--- config.mk ---
export PLATFORM = sky130hd
export DESIGN_NAME = dbg_link_slave
export DESIGN_NICKNAME = d
export VERILOG_FILES = /design/src/rtl/dbg_link_pkg.sv /design/src/rtl/dbg_sync.sv /design/src/rtl/dbg_cond_detect.sv /design/src/rtl/dbg_frame_engine.sv /design/src/rtl/dbg_link_slave.sv
export SDC_FILE = /design/constraint.sdc
export NUM_CORES = 1
export LEC_CHECK = 0
export ABC_CLOCK_PERIOD_IN_PS = 4010
export BUFFER_PORTS_ARGS = -buffer_cell sky130_fd_sc_hd__buf_4
export CORE_MARGIN = 4
export CORE_UTILIZATION = 38
export DETAILED_ROUTE_END_ITERATION = 8
export PLACE_DENSITY = 0.68
export SYNTH_ARGS = -nofsm -noshare
export SYNTH_HDL_FRONTEND = slang
export SYNTH_SLANG_ARGS = --single-unit
--- constraint.sdc ---
create_clock -name clk -period 4.01 [get_ports clk]
set_input_delay 0.6015 -clock clk [delete_from_list [all_inputs] [get_ports clk]]
set_output_delay 0.6015 -clock clk [all_outputs]
set_load 0.02 [all_outputs]
--- src/rtl/dbg_link_pkg.sv ---
package dbg_link_pkg;
  typedef enum logic {PH_ADDR = 1'b0, PH_DATA = 1'b1} phase_t;

  function automatic logic [6:0] wr_next(input logic [6:0] a, input logic [6:0] top);
    return (a >= top) ? a : a + 7'd1;
  endfunction

  function automatic logic [6:0] rd_next(input logic [6:0] a);
    return a + 7'd1;
  endfunction
endpackage

--- src/rtl/dbg_sync.sv ---
module dbg_sync #(
  parameter int WIDTH  = 2,
  parameter int STAGES = 2
) (
  input  logic             clk,
  input  logic             rst_n,
  input  logic [WIDTH-1:0] async_i,
  output logic [WIDTH-1:0] sync_o
);
  logic [WIDTH-1:0] stage_q [STAGES];

  generate
    for (genvar s = 0; s < STAGES; s++) begin : g_stage
      always_ff @(posedge clk or negedge rst_n) begin
        if (!rst_n) stage_q[s] <= '1;
        else if (s == 0) stage_q[s] <= async_i;
        else stage_q[s] <= stage_q[(s == 0) ? 0 : s-1];
      end
    end
  endgenerate

  assign sync_o = stage_q[STAGES-1];
endmodule

--- src/rtl/dbg_cond_detect.sv ---
module dbg_cond_detect (
  input  logic clk,
  input  logic rst_n,
  input  logic scl_s,
  input  logic sda_s,
  output logic rise_o,
  output logic fall_o,
  output logic start_o,
  output logic stop_o
);
  logic scl_q, sda_q;

  always_ff @(posedge clk or negedge rst_n) begin
    if (!rst_n) begin
      scl_q <= 1'b1;
      sda_q <= 1'b1;
    end else begin
      scl_q <= scl_s;
      sda_q <= sda_s;
    end
  end

  assign rise_o  = scl_s & ~scl_q;
  assign fall_o  = ~scl_s & scl_q;
  assign start_o = scl_s & scl_q & sda_q & ~sda_s;
  assign stop_o  = scl_s & scl_q & ~sda_q & sda_s;
endmodule

--- src/rtl/dbg_frame_engine.sv ---
module dbg_frame_engine
  import dbg_link_pkg::*;
#(
  parameter int          AW     = 7,
  parameter int          DW     = 8,
  parameter logic [6:0]  WR_TOP = 7'h30
) (
  input  logic          clk,
  input  logic          rst_n,
  input  logic          rise_i,
  input  logic          fall_i,
  input  logic          start_i,
  input  logic          stop_i,
  input  logic          sda_i,
  output logic          dat_o,
  output logic          oe_o,
  output logic          wr_en_o,
  output logic [AW-1:0] wr_addr_o,
  output logic [DW-1:0] wr_data_o,
  output logic          rd_req_o,
  output logic [AW-1:0] rd_addr_o,
  input  logic [DW-1:0] rd_data_i
);
  localparam int BCW = $clog2(DW + 1);
  localparam logic [BCW-1:0] LAST_BIT = BCW'(DW - 1);
  localparam logic [BCW-1:0] SEP_BIT  = BCW'(DW);

  phase_t        phase_q;
  logic          in_frame_q, rw_q;
  logic [BCW-1:0] bcnt_q;
  logic [DW-1:0] rxsh_q, txsh_q;
  logic [AW-1:0] addr_q;
  logic          dout_q, oe_q;

  wire bit_edge  = in_frame_q & rise_i & ~start_i & ~stop_i;
  wire at_sep    = (bcnt_q == SEP_BIT);
  wire at_last   = (bcnt_q == LAST_BIT);
  wire tx_fall   = in_frame_q & fall_i & (phase_q == PH_DATA) & rw_q;
  wire [DW-1:0] rx_byte = {rxsh_q[DW-2:0], sda_i};

  always_ff @(posedge clk or negedge rst_n) begin
    if (!rst_n) begin
      phase_q    <= PH_ADDR;
      in_frame_q <= 1'b0;
      rw_q       <= 1'b0;
      bcnt_q     <= '0;
      rxsh_q     <= '0;
      txsh_q     <= '0;
      addr_q     <= '0;
      dout_q     <= 1'b0;
      oe_q       <= 1'b0;
      wr_en_o    <= 1'b0;
      wr_addr_o  <= '0;
      wr_data_o  <= '0;
      rd_req_o   <= 1'b0;
      rd_addr_o  <= '0;
    end else begin
      wr_en_o  <= 1'b0;
      rd_req_o <= 1'b0;
      if (start_i) begin
        in_frame_q <= 1'b1;
        phase_q    <= PH_ADDR;
        bcnt_q     <= '0;
        oe_q       <= 1'b0;
      end else if (stop_i) begin
        in_frame_q <= 1'b0;
        bcnt_q     <= '0;
        oe_q       <= 1'b0;
      end else if (bit_edge) begin
        if (at_sep) begin
          bcnt_q  <= '0;
          phase_q <= PH_DATA;
          if (rw_q) begin
            rd_req_o  <= 1'b1;
            rd_addr_o <= addr_q;
          end
        end else begin
          bcnt_q <= bcnt_q + 1'b1;
          rxsh_q <= rx_byte;
          if (at_last) begin
            if (phase_q == PH_ADDR) begin
              addr_q <= rxsh_q[AW-1:0];
              rw_q   <= sda_i;
            end else if (!rw_q) begin
              wr_en_o   <= 1'b1;
              wr_addr_o <= addr_q;
              wr_data_o <= rx_byte;
              addr_q    <= wr_next(addr_q, WR_TOP);
            end else begin
              addr_q <= rd_next(addr_q);
            end
          end
        end
      end else if (tx_fall) begin
        if (!at_sep) begin
          dout_q <= txsh_q[DW-1];
          txsh_q <= {txsh_q[DW-2:0], 1'b0};
          oe_q   <= 1'b1;
        end else begin
          oe_q <= 1'b0;
        end
      end
      if (rd_req_o) txsh_q <= rd_data_i;
    end
  end

  assign dat_o = dout_q;
  assign oe_o  = oe_q;

  p_start_frame_r1: assert property (@(posedge clk) disable iff (!rst_n)
    start_i |=> (bcnt_q == '0 && phase_q == PH_ADDR && in_frame_q));
  p_strobe_pulse_r4: assert property (@(posedge clk) disable iff (!rst_n)
    wr_en_o |=> !wr_en_o);
  p_addr_inc_r5: assert property (@(posedge clk) disable iff (!rst_n)
    (wr_en_o && wr_addr_o < WR_TOP) |=> (addr_q == $past(wr_addr_o) + 7'd1));
  p_addr_sat_r5: assert property (@(posedge clk) disable iff (!rst_n)
    (wr_en_o && wr_addr_o >= WR_TOP) |=> (addr_q == $past(wr_addr_o)));
  p_req_pulse_r6: assert property (@(posedge clk) disable iff (!rst_n)
    rd_req_o |=> !rd_req_o);
  p_oe_read_r7: assert property (@(posedge clk) disable iff (!rst_n)
    oe_q |-> (rw_q && phase_q == PH_DATA));
  p_dout_fall_r7: assert property (@(posedge clk) disable iff (!rst_n)
    !fall_i |=> $stable(dout_q));
endmodule

--- src/rtl/dbg_link_slave.sv ---
module dbg_link_slave #(
  parameter int         AW          = 7,
  parameter int         DW          = 8,
  parameter logic [6:0] WR_TOP      = 7'h30,
  parameter int         SYNC_STAGES = 2
) (
  input  logic          clk,
  input  logic          rst_n,
  input  logic          ser_clk_i,
  input  logic          ser_dat_i,
  output logic          ser_dat_o,
  output logic          ser_dat_oe,
  output logic          wr_en_o,
  output logic [AW-1:0] wr_addr_o,
  output logic [DW-1:0] wr_data_o,
  output logic          rd_req_o,
  output logic [AW-1:0] rd_addr_o,
  input  logic [DW-1:0] rd_data_i
);
  logic [1:0] lines_s;
  logic       ev_rise, ev_fall, ev_start, ev_stop;

  dbg_sync #(.WIDTH(2), .STAGES(SYNC_STAGES)) i_sync (
    .clk(clk), .rst_n(rst_n),
    .async_i({ser_clk_i, ser_dat_i}), .sync_o(lines_s)
  );

  dbg_cond_detect i_cond (
    .clk(clk), .rst_n(rst_n),
    .scl_s(lines_s[1]), .sda_s(lines_s[0]),
    .rise_o(ev_rise), .fall_o(ev_fall), .start_o(ev_start), .stop_o(ev_stop)
  );

  dbg_frame_engine #(.AW(AW), .DW(DW), .WR_TOP(WR_TOP)) i_engine (
    .clk(clk), .rst_n(rst_n),
    .rise_i(ev_rise), .fall_i(ev_fall), .start_i(ev_start), .stop_i(ev_stop),
    .sda_i(lines_s[0]),
    .dat_o(ser_dat_o), .oe_o(ser_dat_oe),
    .wr_en_o(wr_en_o), .wr_addr_o(wr_addr_o), .wr_data_o(wr_data_o),
    .rd_req_o(rd_req_o), .rd_addr_o(rd_addr_o), .rd_data_i(rd_data_i)
  );
endmodule

==> results of run 1 <==
power by group:
part	leakage, uW	internal (uW)	total (uW)	switching (uW)
sequential	0.000785	636	656	19.8
clock	0.000116	382	606	225
combinational	0.000643	24.0	48.8	24.8
placed cells by master (no fill, tap or decap), types with 6 or more instances in the layout:
cell      netlist  final
nor2_1         11     11
clkbuf_8        0     11
dfrtp_1        55     55
mux2_2         31     31
buf_4           0     38
mux2i_1         9      9
nand3_1        10     10
dfstp_2         6      6
o21ai_0        11     11
nand2_1        26     26
cells by family after synthesis:
kind of cell | Yosys count | share of synthesized area
adder cells (fa/ha/maj) | 4 | 0.0191
AO/OA/AOI/OAI | 28 | 0.0749
multiplexers | 40 | 0.167
AND/OR/NAND/NOR | 64 | 0.124
buffers and inverters | 12 | 0.0262
XOR/XNOR | 1 | 0.00334
flip-flops | 61 | 0.585
registers in the layout (all words and copies together), names as in the netlist, 2 cells and up:
| name | cells |
|---|---|
| i_engine.addr_q | 7 |
| i_engine.rd_addr_o | 7 |
| i_engine.bcnt_q | 4 |
| i_sync.sync_o | 2 |
| i_engine.wr_data_o | 8 |
| i_sync.stage_q | 2 |
| i_engine.txsh_q | 8 |
| i_engine.wr_addr_o | 7 |
| i_engine.rxsh_q | 7 |
area by class of cell:
class                      count  area (sq um)
clock buffer                  12           155
clock inverter                 4          70.1
fill                         634          3570
inverter                       5          18.8
multi-input combinational    137          1020
sequential                    61          1530
tap                           80           100
timing repair buffer          38           285
metal layers:
| layer | share of wire | GRT usage | up-vias |
|---|---|---|---|
| li1 | - | - | 829 |
| met1 | 0.48 | 0.158 | 828 |
| met2 | 0.44 | 0.181 | 39 |
| met3 | 0.055 | 0.0563 | 6 |
| met4 | 0.016 | 0.0503 | 0 |
| met5 | 0 | 0 | - |
synth_stat cells, types with 3 or more instances:
cell type and instances:
dfrtp_1 55, mux2_2 31, nand2_1 26, nor2_1 11, o21ai_0 11, nand3_1 10
mux2i_1 9, dfstp_2 6, a21oi_1 5, inv_1 5, ha_1 4, a32oi_1 3
buf_6 3, nand3b_1 3, or4b_1 3
worst register-to-register path: cells and delay by family, from the launching register on:
kind,cells,cell delay (ps)
flip-flops,1,570
AO/OA/AOI/OAI,1,280
AND/OR/NAND/NOR,3,1030
per-stage QoR:
stage,cells,hold WS [ps]
finish,337,321
global route,337,344
CTS,337,355
detailed placement,321,347
global placement,321,346
floorplan,210,306
path summary, 6_finish.rpt:
kind,to,startpoint,slack (ps)
setup / recovery,i_engine.addr_q[4]$_DFFE_PN0P_,i_sync.sync_o[1]$_DFF_PN1_,2070
hold / removal,i_engine.dat_o$_DFFE_PN0P_,rst_n,320
setup reg to reg,i_engine.addr_q[4]$_DFFE_PN0P_,i_sync.sync_o[1]$_DFF_PN1_,2070
hold reg to reg,i_sync.sync_o[0]$_DFF_PN1_,i_sync.stage_q[2]$_DFF_PN1_,360
max in group asynchronous,i_engine.txsh_q[5]$_DFFE_PN0P_,rst_n,3190
min in group clk,i_sync.sync_o[0]$_DFF_PN1_,i_sync.stage_q[2]$_DFF_PN1_,360
==> metrics.md, run 1 <==
| Metric | Value |
|---|---|
| Outcome | `complete, no violations` |
| CP Launch Type | `flip-flop` |
| Total number of vias | `1702` |
| CP Data Arrival Time | `2210 ps` |
| Slowest cell delay on critical path | `570 ps` |
| Pwr/cell area | `412 nW/um^2` |
| Initial antenna violation count | `0` |
| Number of diodes | `0` |
| Register bit total from synthesis | `61` |
| Net count, final | `268` |
| Antenna-violating nets left | `0` |
| Setup WS post-layout | `2070 ps` |
| Layout overhead on the synthesized area | `21.4%` |
| Total power | `1310 uW` |
| Leading cell types by total area after synthesis | `dfrtp_1 (52%), mux2_2 (13%), dfstp_2 (6.0%)` |
| Drt initial violations | `95` |
| Cell chain of the critical path | `and3b_1 > o2111ai_4 > or4b_1 > nand3_1` |
| Clock Root Buffer | `clkbuf_8` |
| Die area | `8300 sq um` |
| DP Worst Slack | `2070 ps` |
| Number of global-route vias before repair | `1714` |
| Die boundary width | `91.1 microns` |
| Area fraction of the dominant cell type after synthesis | `0.525` |
| Post-cts resize count | `0` |
| Drt drc | `0` |
| Total track usage | `0.123` |
| Detailed placement HPWL | `3.12 mm` |
| Unrepaired setup endpoints after global routing | `no` |
| Wire length of the first global-routing pass | `8.09 mm` |
| Postcts setup bufs | `0` |
| Share of flip-flops with an asynchronous set or reset after synthesis | `1.00` |
| Clock slew seen by the registers of the worst setup and hold paths | `60 ps` |
| Maximum number of pins on one net before global-route repair | `62` |
| Ys Warns | `0` |
| R2R depth | `4` |
| H-tree levels | `3` |
| Maximum clock skew at final layout | `3.73 ps` |
| Count of endpoints failing setup in the final report | `0` |
| Fmax | `514 MHz` |
| Number of hold violations in the final report | `0` |
| EDFF count, synth | `0` |
| Total length of routed wires | `4.58 mm` |
| Max Transition Viols Final | `0` |
| Pre-Repair DR Iteration Count | `4` |
| Initial core utilization | `0.388` |
| Post-Syn Nets | `226` |
| Total leakage power | `0.00155 uW` |
| Crit path buf inv count | `0` |
| Clock tree from TritonCTS | `done` |
| Total standard cell area after synthesis | `2620 sq um` |
| Endpoint class of the critical path | `flip-flop` |
| Critical path start-end classification | `flip-flop to flip-flop` |
| Cell depth of the worst setup path | `4` |
| Detailed-route vias per instance | `5.05` |
| Max-Slew Margin vs Limit | `0.508` |
| Primary FF master, synth | `dfrtp_1` |
| Per-instance average area after synthesis | `12.5 sq um` |
| I/O Buffers | `37` |
| Overflow after GRT | `0` |
| I/O Pins | `38` |
| Ratio of cells with drive above 1 in the final layout | `0.366` |
| Longest Clk Path Bufs | `2` |
| Part of the Yosys area used for sequential elements | `0.585` |
| Max IR drop VDD | `0.229 mV` |
| Final critical-path required period | `1940 ps` |
| Worst-path cell with the longest stage delay | `dfstp_2` |
| Vertical die dimension | `91.1 microns` |
| Least-Margin Pin Slew | `738 ps` |
| Gate count after technology mapping | `210` |
| Placeable Area | `6760 sq um` |
| Sum of negative setup slack | `0 ps` |
| Crit-path max FO | `12` |
| Number of CTS-inserted buffers | `9` |
| Count of cell types in the netlist | `35` |
| Fraction of the cycle the final worst path needs | `0.485` |
| Final core utilization | `0.471` |
| Class of the most critical hold timing path | `input pin to asynchronous set/reset pin` |
| Cts hold-fix bufs | `0` |
| CP required | `4280 ps` |
| Cell area after placement | `2960 sq um` |
| Cell taking the most area after synthesis | `dfrtp_1` |
| Number of standard-cell rows in the floorplan | `30` |
| Family with the most delay on the worst path | `simple AND/OR/NAND/NOR gates` |
| Global placement routability congestion | `0.772` |
| Clock sink count | `61` |
| Clock latency on the worst-skew pair | `330 ps` |
| Final Instance Area | `3180 sq um` |
| Routed wire per std cell | `13.6 microns` |
| Max capacitance violation total | `0` |
(Power assumes the default switching activity.)
==> run 2, diff against run 1 <==
- ABC_AREA: default -> 1
- ABC_CLOCK_PERIOD_IN_PS: 4010 -> 1600
- PLACE_DENSITY: 0.68 -> 0.7
- clock period: 4.01 -> 1.6 ns (I/O delays scaled with it)
==> run 2 against run 1 <==
  * Global-route usage increased by 2.0 points
  * Combinational power increased to 11 times the previous value
  * Final cell count increased by 48%
  * Synthesized cell count increased by 60%
  * Critical path depth increased by 3
  * Sequential power increased to 2.7 times the previous value
  * Flip-flop and latch count unchanged
  * Sequential share of layout area decreased by 6.0 points
  * Die area increased by 9.5%
  * Clock skew increased by 10 ps
  * Routed wire length increased by 31%
  * Fmax increased by 30%
  * Critical endpoint is now i_engine.addr_q[2]$_DFFE_PN0P_
  * Highest routed layer unchanged
==> metrics.md, run 2 <==
| Metric | Value |
|---|---|
| Outcome | `complete, no violations` |
| Maximum number of pins on one net before global-route repair | `47` |
| Register bit total from synthesis | `61` |
| Primary FF master, synth | `dfrtp_1` |
| Ys Warns | `0` |
| Number of global-route vias before repair | `2197` |
| Power dissipated by switching net loads | `1040 uW` |
| Total leakage power | `0.00197 uW` |
| Fraction of the cycle the final worst path needs | `0.936` |
| Layout fillers | `691` |
| Unrepaired setup endpoints after global routing | `yes` |
| Placeable Area | `7330 sq um` |
| Total number of vias | `2344` |
| Maximum clock skew at final layout | `14.0 ps` |
| Max Transition Viols Final | `0` |
| Antenna-violating nets left | `0` |
| Leading cell type in the layout, fill and taps excluded | `nand2_1` |
| CP required | `1830 ps` |
| Per-instance average area after synthesis | `8.60 sq um` |
| Number of hold violations in the final report | `0` |
| Max IR drop VDD | `0.475 mV` |
| Ratio of cells with drive above 1 in the final layout | `0.287` |
| Layout overhead on the synthesized area | `25.6%` |
| Commonest non-fill, non-tap cells in the layout | `nand2_1 (152), dfrtp_1 (55), buf_4 (48)` |
| Routed wire per std cell | `12.0 microns` |
| Overflow after GRT | `0` |
| Mux cell area share after synthesis | `0` |
| Internal | `2810 uW` |
| Final Instance Area | `3640 sq um` |
| Fmax | `667 MHz` |
| Initial core utilization | `0.395` |
| Pre-Repair DR Iteration Count | `6` |
| Gate count after technology mapping | `337` |
| Number of standard-cell rows in the floorplan | `31` |
| CP Data Arrival Time | `1730 ps` |
| Die boundary width | `95.3 microns` |
| Seq. cell area | `1530 sq um` |
| Clock Root Buffer | `clkbuf_8` |
| Total standard cell area after synthesis | `2900 sq um` |
| Area fraction of the dominant cell type after synthesis | `0.475` |
| Leading cell types by total area after synthesis | `dfrtp_1 (47%), nand2_1 (20%), dfstp_2 (5.4%)` |
| Global placement routability congestion | `0.846` |
| Fraction of power consumed by sequential logic | `0.469` |
| Clock slew seen by the registers of the worst setup and hold paths | `70 ps` |
| Drt drc | `0` |
| Total track usage | `0.144` |
| Basic-gate share of the synthesized area counting and, or, nand and nor cells | `0.335` |
| Pwr/cell area | `1060 nW/um^2` |
| Clock network fraction of total power | `0.394` |
| Most used standard cell by instance count after synthesis | `nand2_1` |
| I/O Pins | `38` |
| Sum of negative setup slack | `0 ps` |
| Final critical-path required period | `1500 ps` |
| Count of cell types in the netlist | `28` |
| Adder-cell area share of the yosys netlist | `0.0173` |
| Longest Clk Path Bufs | `2` |
| Class of the most critical hold timing path | `input pin to flip-flop` |
| Clock sink count | `61` |
| Clock tree from TritonCTS | `done` |
| CP Launch Type | `flip-flop` |
| Critical path start-end classification | `flip-flop to flip-flop` |
| Total length of routed wires | `6.01 mm` |
| Share of flip-flops with an asynchronous set or reset after synthesis | `1.00` |
| Clock latency on the worst-skew pair | `340 ps` |
| Number of diodes | `0` |
| Minimum setup slack among reg-to-reg paths | `100 ps` |
| Largest registers | `i_engine.txsh_q: 8 flops, i_engine.wr_data_o: 8 flops` |
| Detailed-route vias per instance | `4.69` |
| Cell taking the most area after synthesis | `dfrtp_1` |
| Post-synth top cells | `nand2_1 (153), dfrtp_1 (55), nand3_1 (24)` |
| Final core utilization | `0.497` |
| Final-layout worst hold slack | `118 ps` |
| Wire length of the first global-routing pass | `9.92 mm` |
| Max-Slew Margin vs Limit | `0.724` |
| EDFF count, synth | `0` |
| Xor/xnor cell area share of the yosys netlist | `0` |
| I/O Buffers | `37` |
| Area fraction in compound gates after synthesis | `0.0656` |
| Net count, final | `412` |
| Count of endpoints failing setup in the final report | `0` |
| Max capacitance violation total | `0` |
| Number of CTS-inserted buffers | `9` |
| Crit-path max FO | `7` |
| Detailed placement HPWL | `4.27 mm` |
| Switching share of power | `0.271` |
| Drt initial violations | `158` |
| Die area | `9090 sq um` |
| Least-Margin Pin Slew | `414 ps` |
| Endpoint class of the critical path | `flip-flop` |
| Vertical die dimension | `95.3 microns` |
| Initial antenna violation count | `0` |
| Main combinational cell family by area after synthesis | `simple AND/OR/NAND/NOR gates` |
| Multi-input combinational cell area | `1240 sq um` |
| H-tree levels | `3` |
| Part of the Yosys area used for sequential elements | `0.529` |
| Logic pwr share | `0.137` |
| Post-Syn Nets | `353` |
| Cell area after placement | `3330 sq um` |
[run 2: cell type report]
cell class	count	area share
Sequential cell	61	0.421
Inverter	27	0.0299
Timing Repair Buffer	52	0.113
Multi-Input combinational cell	245	0.340
Tap cell	99	0.0340
Clock buffer	10	0.0378
Clock inverter	6	0.0237
[run 2: routing by layer]
metal | vias to the layer above | wire, microns | share of wire | global-route usage
met1 | 1091 | 2750 | 0.46 | 0.189
li1 | 1184 | - | - | -
met2 | 56 | 2820 | 0.47 | 0.213
met5 | - | 0 | 0 | 0
met4 | 0 | 93 | 0.015 | 0.0685
met3 | 13 | 343 | 0.057 | 0.0458
[run 2: worst paths after layout]
| kind | from | end | depth (start not counted) |
|---|---|---|---|
| worst max-delay path | i_sync.sync_o[1]$_DFF_PN1_ | i_engine.addr_q[2]$_DFFE_PN0P_ | 7 |
| worst min-delay path | rd_data_i[0] | i_engine.txsh_q[0]$_DFFE_PN0P_ | 3 |
| worst max register to register | i_sync.sync_o[1]$_DFF_PN1_ | i_engine.addr_q[2]$_DFFE_PN0P_ | 7 |
| worst min register to register | i_sync.stage_q[2]$_DFF_PN1_ | i_sync.sync_o[0]$_DFF_PN1_ | 0 |
| max in group asynchronous | rst_n | i_cond.sda_q$_DFF_PN1_ | 3 |
| min in group asynchronous | rst_n | i_engine.rd_addr_o[6]$_DFFE_PN0P_ | 2 |
[run 2: per-stage QoR]
| stage | cells | setup slack (ps) | power, uW |
|---|---|---|---|
| finish | 500 | 102 | 3850 |
| global route | 500 | -3.53 | 4080 |
| CTS | 496 | 11.9 | 3850 |
| detailed placement | 477 | 26.6 | 2320 |
| global placement | 477 | 85.5 | 2310 |
| floorplan | 337 | 178 | 2130 |
[run 2: critical path, cell delays in order, from the launching register on]
cell and delay [ps]:
dfstp_2 550, inv_1 50, nor2_2 120, nand2_4 120
nor2_8 190, nand3_2 200, nand2_1 100, nand2_1 60
[run 2: what timing repair did]
item                                    4_1_cts  5_1_grt
resized for setup                             0        6
hold buffers                                  3        0
endpoints found under the setup margin        0       34
hold endpoints to repair                     17        0
buffers inserted                              0        3
[run 2: power by group through the flow]
stage               combinational, uW  sequential [uW]  clock [uW]
floorplan                         313             1820           0
global placement                  470             1840           0
detailed placement                476             1840           0
CTS                               484             1810        1550
global route                      611             1830        1640
finish                            527             1800        1520
[run 2: cell families (layout without fill, tap and decap cells)]
family	count (synthesis)	count (layout)
AOI/OAI and AO/OA	28	28
adders and majority gates	4	4
buffers and inverters	32	95
DFF	61	61
and+or+nand+nor	212	213
==> run 3, diff against run 2 <==
- CTS_BUF_LIST: default -> sky130_fd_sc_hd__clkbuf_16
==> run 3 against run 2 <==
  * Utilization up 1.2 points
  * Global-route usage barely moved
  * Clock power up 32%
  * Sequential share of layout area is 1.0 points lower
  * First-iteration DRC count up 11%
  * Die area unchanged
  * Critical path depth stayed put
  * Critical path type unchanged
  * Critical endpoint is now i_engine.addr_q[5]$_DFFE_PN0P_
  * Cell area increased by 2.5%
==> metrics.md, run 3 (synthesis gave the netlist of run 2 again) <==
| Metric | Value |
|---|---|
| Detailed placement HPWL | `4.27 mm` |
| Minimum setup slack among reg-to-reg paths | `120 ps` |
| Global placement routability congestion | `0.846` |
| Clock slew seen by the registers of the worst setup and hold paths | `50 ps` |
| Endpoint class of the critical path | `flip-flop` |
| Uppermost signal routing layer after detailed routing | `met4` |
| CP required | `1810 ps` |
| Layout overhead on the synthesized area | `28.8%` |
| R2R depth | `7` |
| Number of hold violations in the final report | `0` |
| I/O Pins | `38` |
| Number of standard-cell rows in the floorplan | `31` |
| Final core utilization | `0.509` |
| Slowest cell delay on critical path | `540 ps` |
| Die area | `9090 sq um` |
| Worst-path cell with the longest stage delay | `dfstp_2` |
| Detailed-route vias per instance | `4.68` |
| Hold Crit Start | `ser_dat_i` |
| Total track usage | `0.143` |
| Maximum clock skew at final layout | `7.63 ps` |
| Crit-path max FO | `7` |
| Clock Root Buffer | `clkbuf_16` |
| Least-Margin Pin Slew | `406 ps` |
| Clock latency on the worst-skew pair | `330 ps` |
| Count of endpoints failing setup in the final report | `0` |
| Met3 wire len | `296 microns` |
| Max Transition Viols Final | `0` |
| Class of the most critical hold timing path | `input pin to flip-flop` |
| Reg-to-reg critical path endpoint | `i_engine.addr_q[5]$_DFFE_PN0P_` |
| Fmax | `675 MHz` |
| Ratio of cells with drive above 1 in the final layout | `0.295` |
| Pre-Repair DR Iteration Count | `4` |
| CP Launch Type | `flip-flop` |
| Family with the most delay on the worst path | `simple AND/OR/NAND/NOR gates` |
| Min-Delay Path Depth | `1` |
| H-tree levels | `3` |
| Net count, final | `411` |
| Max capacitance violation total | `0` |
| Non-filler instance count after layout | `499` |
| Critical path start-end classification | `flip-flop to flip-flop` |
| Most common cell type on the critical path | `nand2_1` |
| CP Data Arrival Time | `1690 ps` |
| Clock tree from TritonCTS | `done` |
| Drt initial violations | `176` |
| Pwr/cell area | `1160 nW/um^2` |
| Cell chain of the critical path | `inv_2 > nor2_4 > nand2_4 > nor2_8 > nand3_2 > nand2_1 > nand2_1` |
| Drt drc | `0` |
| Initial core utilization | `0.395` |
| Max-Slew Margin vs Limit | `0.729` |
| Sum of negative setup slack | `0 ps` |
| Die boundary width | `95.3 microns` |
| Unrepaired setup endpoints after global routing | `no` |
| Met2 layer wire length in the routed design | `2.76 mm` |
| Clock sink count | `61` |
| Commonest non-fill, non-tap cells in the layout | `nand2_1 (151), dfrtp_1 (55), buf_4 (49)` |
| Initial antenna violation count | `0` |
| Multi-input combinational cell area | `1250 sq um` |
| Fraction of the cycle the final worst path needs | `0.926` |
| Met1 wire length | `2.85 mm` |
| Crit path buf inv count | `1` |
| Number of global-route vias before repair | `2156` |
| Overflow after GRT | `0` |
| Cell Count Post-Placement | `477` |
| Sink of the worst hold path | `i_sync.stage_q[2]$_DFF_PN1_` |
| I/O Buffers | `37` |
| Total number of vias | `2334` |
| Placeable Area | `7330 sq um` |
| Routed wire per std cell | `12.2 microns` |
| Longest Clk Path Bufs | `2` |
| Layout fillers | `670` |
| Antenna-violating nets left | `0` |
| Max IR drop VDD | `0.657 mV` |
| Total leakage power | `0.00201 uW` |
| Number of diodes | `0` |
| Final critical-path required period | `1480 ps` |
| Vertical die dimension | `95.3 microns` |
| Number of CTS-inserted buffers | `9` |
| Outcome | `complete, no violations` |
| Largest registers | `i_engine.txsh_q: 8 flops, i_engine.wr_data_o: 8 flops` |
| Leading cell type in the layout, fill and taps excluded | `nand2_1` |
| Total length of routed wires | `6.09 mm` |
| Maximum number of pins on one net before global-route repair | `47` |
| Launch point of the worst reg-to-reg path | `i_sync.sync_o[1]$_DFF_PN1_` |
| Wire length of the first global-routing pass | `9.94 mm` |
| Seq. cell area | `1530 sq um` |
==> run 3: changes by cell type in the layout (fill, tap and decap cells not counted), sizes merged <==
cell	delta
dlygate4sd3	-2
buf	+1
clkbuf	-1
clkinv	+1
==> run 3: cell type report <==
cell class	count	share of cell area
Timing Repair Buffer	51	0.107
Sequential cell	61	0.411
Multi-Input combinational cell	245	0.335
Tap cell	99	0.0332
Inverter	27	0.0292
Clock inverter	7	0.0241
Clock buffer	9	0.0604
==> run 3: power breakdown <==
part / total (uW) / internal [uW] / switching (uW)
sequential: 1810 / 1680 / 130
combinational: 512 / 201 / 311
clock: 2010 / 1350 / 660
total: 4340 / 3230 / 1100
==> run 3: how the worst max path moves through the flow <==
stage	startpoint	endpoint	cells after the start
after floorplan	i_engine.bcnt_q[0]$_DFFE_PN0P_	i_engine.addr_q[5]$_DFFE_PN0P_	9
after global placement	i_sync.sync_o[1]$_DFF_PN1_	i_engine.wr_addr_o[2]$_DFFE_PN0P_	8
after detailed placement	i_sync.sync_o[1]$_DFF_PN1_	i_engine.wr_addr_o[5]$_DFFE_PN0P_	8
after CTS	i_sync.sync_o[1]$_DFF_PN1_	i_engine.wr_addr_o[5]$_DFFE_PN0P_	8
after global routing	i_engine.bcnt_q[1]$_DFFE_PN0P_	i_engine.addr_q[3]$_DFFE_PN0P_	9
final	i_sync.sync_o[1]$_DFF_PN1_	i_engine.addr_q[5]$_DFFE_PN0P_	7
==> run 3: timing repair <==
item	in CTS	in global routing
setup buffers	0	4
resized for setup	0	11
hold endpoints to repair	15	0
hold buffers	1	0
endpoints found under the setup margin	0	34
==> run 3: through the flow <==
stage                     hold slack (ps)  instance area [sq um]  total power (uW)  setup slack (ps)
final                                22.4                   3730              4340               118
after global routing                 13.6                   3730              4570             0.441
after CTS                            13.0                   3660              4360              12.2
after detailed placement              111                   3330              2320              26.6
after global placement                113                   3330              2310              85.5
after floorplan                     -55.6                   2900              2130               178
==> run 3: metal layers <==
metal	global-route usage	up-vias
li1	-	1179
met1	0.193	1079
met2	0.209	56
met3	0.0316	20
met4	0.0865	0
met5	0	-
